===== config.mk =====
export PLATFORM = sky130hd
export DESIGN_NAME = gf2m_digit_mul
export DESIGN_NICKNAME = d
export VERILOG_FILES = /design/src/rtl/gf2m_mul_pkg.sv /design/src/rtl/gf2m_xtime.sv /design/src/rtl/gf2m_shift_reduce.sv /design/src/rtl/gf2m_digit_pp.sv /design/src/rtl/gf2m_digit_mul.sv
export SDC_FILE = /design/constraint.sdc
export NUM_CORES = 2
export LEC_CHECK = 0
export BUFFER_PORTS_ARGS = -buffer_cell sky130_fd_sc_hd__buf_2
export CORE_MARGIN = 2
export CORE_UTILIZATION = 35
export CTS_BUF_LIST = sky130_fd_sc_hd__clkbuf_4 sky130_fd_sc_hd__clkbuf_8 sky130_fd_sc_hd__clkbuf_16
export CTS_CLUSTER_SIZE = 20
export DETAILED_ROUTE_END_ITERATION = 12
export MAX_ROUTING_LAYER = met4
export SLEW_MARGIN = 20
export SYNTH_ARGS = -nofsm -noshare
export SYNTH_HDL_FRONTEND = slang
export SYNTH_SLANG_ARGS = --single-unit

===== constraint.sdc =====
create_clock -name clk_i -period 5.55 [get_ports clk_i]
set_input_delay 0.8325 -clock clk_i [delete_from_list [all_inputs] [get_ports clk_i]]
set_output_delay 0.8325 -clock clk_i [all_outputs]
set_load 0.01 [all_outputs]

===== src/rtl/gf2m_mul_pkg.sv =====
package gf2m_mul_pkg;
  function automatic int unsigned ceil_div(input int unsigned n, input int unsigned d);
    return (n + d - 1) / d;
  endfunction
endpackage


===== src/rtl/gf2m_xtime.sv =====
// Single multiply by x, reduced by x^M = f(x).
module gf2m_xtime #(
  parameter int unsigned M = 163
) (
  input  logic [M-1:0] v_i,
  input  logic [M-1:0] f_i,
  output logic [M-1:0] v_o
);
  assign v_o = {v_i[M-2:0], 1'b0} ^ ({M{v_i[M-1]}} & f_i);
endmodule


===== src/rtl/gf2m_shift_reduce.sv =====
// Multiply by x^D mod F: D folded single-bit shifts.
module gf2m_shift_reduce #(
  parameter int unsigned M = 163,
  parameter int unsigned D = 8
) (
  input  logic [M-1:0] v_i,
  input  logic [M-1:0] f_i,
  output logic [M-1:0] v_o
);
  logic [M-1:0] stage [D+1];

  assign stage[0] = v_i;

  for (genvar k = 0; k < D; k++) begin : g_stage
    gf2m_xtime #(.M(M)) u_xt (
      .v_i (stage[k]),
      .f_i (f_i),
      .v_o (stage[k+1])
    );
  end

  assign v_o = stage[D];
endmodule


===== src/rtl/gf2m_digit_pp.sv =====
// Reduced partial product dig(x)*A(x) mod F as XOR of selected x^j*A mod F.
module gf2m_digit_pp #(
  parameter int unsigned M = 163,
  parameter int unsigned D = 8
) (
  input  logic [M-1:0] a_i,
  input  logic [M-1:0] f_i,
  input  logic [D-1:0] dig_i,
  output logic [M-1:0] pp_o
);
  logic [M-1:0] pow [D];

  assign pow[0] = a_i;

  for (genvar j = 1; j < D; j++) begin : g_pow
    gf2m_xtime #(.M(M)) u_xt (
      .v_i (pow[j-1]),
      .f_i (f_i),
      .v_o (pow[j])
    );
  end

  always_comb begin
    pp_o = '0;
    for (int j = 0; j < D; j++) begin
      if (dig_i[j]) pp_o = pp_o ^ pow[j];
    end
  end
endmodule


===== src/rtl/gf2m_digit_mul.sv =====
module gf2m_digit_mul
  import gf2m_mul_pkg::*;
#(
  parameter int unsigned M = 163,
  parameter int unsigned D = 8
) (
  input  logic         clk_i,
  input  logic         rst_ni,
  input  logic         start_i,
  input  logic [M-1:0] a_i,
  input  logic [M-1:0] b_i,
  input  logic [M-1:0] f_i,
  output logic [M-1:0] c_o,
  output logic         done_o
);
  localparam int unsigned S  = ceil_div(M, D);
  localparam int unsigned SW = S * D;
  localparam int unsigned CW = $clog2(S + 1);

  logic [M-1:0]  a_q, f_q, acc_q;
  logic [SW-1:0] b_q, b_ext;
  logic [CW-1:0] cnt_q;
  logic          busy_q, done_q;
  logic [M-1:0]  acc_sh, pp, acc_d;

  // zero-pad top digit above bit M-1
  always_comb begin
    b_ext        = '0;
    b_ext[M-1:0] = b_i;
  end

  gf2m_shift_reduce #(.M(M), .D(D)) u_shift (
    .v_i (acc_q),
    .f_i (f_q),
    .v_o (acc_sh)
  );

  gf2m_digit_pp #(.M(M), .D(D)) u_pp (
    .a_i   (a_q),
    .f_i   (f_q),
    .dig_i (b_q[SW-1 -: D]),
    .pp_o  (pp)
  );

  assign acc_d = acc_sh ^ pp;

  always_ff @(posedge clk_i or negedge rst_ni) begin
    if (!rst_ni) begin
      a_q    <= '0;
      f_q    <= '0;
      b_q    <= '0;
      acc_q  <= '0;
      cnt_q  <= '0;
      busy_q <= 1'b0;
      done_q <= 1'b0;
    end else if (start_i) begin
      a_q    <= a_i;
      f_q    <= f_i;
      b_q    <= b_ext;
      acc_q  <= '0;
      cnt_q  <= CW'(S);
      busy_q <= 1'b1;
      done_q <= 1'b0;
    end else if (busy_q) begin
      acc_q <= acc_d;
      b_q   <= b_q << D;
      cnt_q <= cnt_q - CW'(1);
      if (cnt_q == CW'(1)) begin
        busy_q <= 1'b0;
        done_q <= 1'b1;
      end
    end else begin
      done_q <= 1'b0;
    end
  end

  assign c_o    = acc_q;
  assign done_o = done_q;
endmodule


==> summary.txt <==
I/O Buffers: 655
Combinational Power Share: 84.0%
Slew Limit Fails: 0
Worst r2r src: a_q[162]
Switching share of power: 47.3%
Layout cells sized above 1: 15.1%
CP Launch Point: a_q[162]
Max_cap viols: 0
P_sw: 44000 uW
DR pass1 iterations: 8
EDFF count, synth: 0
Vias in the first global route: 82000
I/O pin cnt: 656
Power Internal: 48900 uW
Largest net degree at the start of global routing: 188
Commonest non-fill, non-tap cell in the layout: nand2_1
Asr flop ratio synth: 100%
Worst Path Required: 6.14 ns
Most frequent cells in the layout: 2888 x nand2_1, 1762 x xnor2_1, 667 x nand3_1
PD cells: 903 nW/um^2
Avg Synthesized Cell Area: 7.74 um^2
F_max: 0.189 GHz
Height of the die: 518 um
Die W: 518 um
Seq pwr share: 8.6%
CTS Sinks: 664
Data arrival, critical path: 5.89 ns
Htree depth: 3
Slew @ Worst Pin: 1.01 ns
Critical-path maximum fanout: 35
Initial antenna violation count: 50
Hold-fix buffers, CTS: 0
Routed Antenna Nets: 0
Period minus WS final: 5.30 ns
Clk pwr share: 7.4%
CTS root buffer: clkbuf_16
RD Place Congestion: 0.912
Iter 0 DRT Violations: 8805
Worst-path clk slew: 0.06 ns
Mapped Area: 92600 um^2
Post-Synthesis Cells: 12000
Critical path class: reg2reg
Relative slew slack: 32.9%
Tot GR Track Use: 26.3%
Nets: 12300
Leakage Power: 0.0448 uW
DRC: 0
Startpoint Class: register
Final wirelength: 353 mm
Vias: 86500
Wire per inst: 22.8 um
Area Overhead vs Synth: 11.1%
HPWL Detailed: 247 mm
Final setup TNS: 0 ns
Total gr overflow: 0
Core Rows: 188
Worst vdd ir: 2240 uV
Initial core utilization: 35.2%
CP Capture Type: register
Placed insts: 15300
Status: finished, final reports clean
Final period util: 95.4%
RSZ-0062 raised after global routing: no
Num CTS Buffers: 95
Clk buf depth: 3
FF+latch count, synth: 664
Total Die Area: 269000 um^2
CTS resizes: 0
Seq/Total Area, Yosys: 18.0%
Syn_nets: 12500
Final Non-Filler Cells: 15500
First-pass GRT wire length: 539 mm
Worst-skew pair later-pin latency: 0.78 ns
Vias/cell: 5.59
CTS tree: done
Yosys warns: 0
Netlist cell types: 86
Count of final hold-check violations: 0
Core Box Area: 263000 um^2
Hold WC Path Type: in2async
Post-CTS setup buffers: 0
Most used DFF post-synth: dfrtp_1
Final Setup Violations: 0
Clock Skews: 0.0413 ns
==> state kept, by name, summed over array words and instances (netlist names) <==
| name | cells |
|---|---|
| a_q | 163 |
| cnt_q | 5 |
| done_o | 1 |
| busy_q | 1 |
| b_q | 168 |
| f_q | 163 |
| c_o | 163 |
==> final timing paths <==
path,endpoint,slack (ns),depth (start not counted)
max,c_o[98],0.25,15
min,f_q[141],0.14,1
max reg2reg,c_o[98],0.25,15
min reg2reg,f_q[36],0.52,1
max in group asynchronous,c_o[99],4.07,2
min in group clk_i,b_q[156],0.27,3
==> cells by family (layout without fill, tap and decap cells) <==
group,after synthesis,count (layout),share of synthesized area (%)
other,0,31,0
and+or+nand+nor,5301,5301,27.2
DFF,664,664,18.0
muxes,496,496,5.80
adders and majority gates,2,2,0.0270
xor gates and xnor gates,2569,2569,32.3
AOI/OAI and AO/OA,1675,1675,11.4
buffers and inverters,1249,1212,5.31
==> power by group through the flow <==
stage,Clock (uW),Sequential [uW],Combinational (uW)
final,6830,8020,78000
after global routing,7180,8100,84100
after CTS,7010,8010,77700
after detailed placement,0,8080,77300
after global placement,0,8080,76700
after floorplan,0,6910,62100
==> area by class of cell <==
| type | instances | area [um^2] |
|---|---|---|
| Inverter | 63 | 243 |
| Timing Repair Buffer | 975 | 6790 |
| Clock inverter | 52 | 733 |
| Multi-Input combinational cell | 10000 | 71200 |
| Tap cell | 3515 | 4400 |
| Antenna cell | 31 | 77.6 |
| Sequential cell | 664 | 16700 |
| Clock buffer | 122 | 2710 |
| Fill cell | 27000 | 160000 |
==> metal layers <==
layer  track usage, %  vias up  share of wire, %
met2             40.2     3493                45
li1                 -    40600                 -
met3             3.73      439               7.6
met5                -        -                 0
met1             35.8    42000                45
met4             8.37        0               3.1
==> through the flow <==
stage	setup slack, ns	util [%]	area (um^2)	hold slack [ns]	total power [uW]
floorplan	1.14	-	92600	0.485	69100
global placement	0.415	37.8	99300	0.494	84700
detailed placement	0.260	37.8	99300	0.506	85400
CTS	0.220	39.1	103000	0.0955	92700
global route	0.0569	39.1	103000	0.147	99300
finish	0.254	39.1	103000	0.138	92900
==> critical path: stages, from the launching register on <==
cell      delay [ns]
dfrtp_4         0.57
buf_4           0.22
nand2_4         0.29
buf_4           0.50
a21oi_1         0.11
or4_1           0.48
a211oi_1        0.42
o211ai_1        0.21
a22o_1          0.28
a22oi_1         0.28
nor4_1          0.10
o21ai_0         0.69
xnor3_1         0.54
xnor3_1         0.18
mux2i_1         0.14
nor2_1          0.06
==> Yosys cell counts (all sizes together) (6+ instances only) <==
library cell | count | area (um^2)
buf | 351 | 1550
o22ai | 120 | 751
and2 | 13 | 81.3
and4 | 6 | 52.6
nand2 | 2891 | 10900
nor3 | 251 | 1280
mux2i | 173 | 1730
nor2 | 391 | 1470
inv | 61 | 229
nand2b | 21 | 131
a211o | 6 | 52.6
xnor2 | 1768 | 15500
a311oi | 34 | 298
xor2 | 269 | 2390
a211oi | 17 | 133
o31ai | 153 | 1150
a21oi | 494 | 2470
a22o | 6 | 52.6
o2111a | 27 | 304
nand3 | 667 | 3340
or3b | 273 | 2390
or2 | 8 | 50.1
nand3b | 114 | 856
or4 | 158 | 1190
mux2 | 323 | 3640
o31a | 6 | 52.6
or3 | 48 | 300
a32oi | 12 | 105
nand4 | 9 | 56.3
xnor3 | 529 | 11900
o211a | 8 | 80.1
nor4 | 15 | 109
o211ai | 12 | 90.1
clkbuf | 835 | 3130
and3 | 306 | 1910
o21ai | 380 | 1900
nand4b | 111 | 972
o21a | 311 | 2330
o311ai | 42 | 368
nor3b | 8 | 60.1
dfrtp | 664 | 16600
Note: power is estimated with default switching activity, not from simulation.
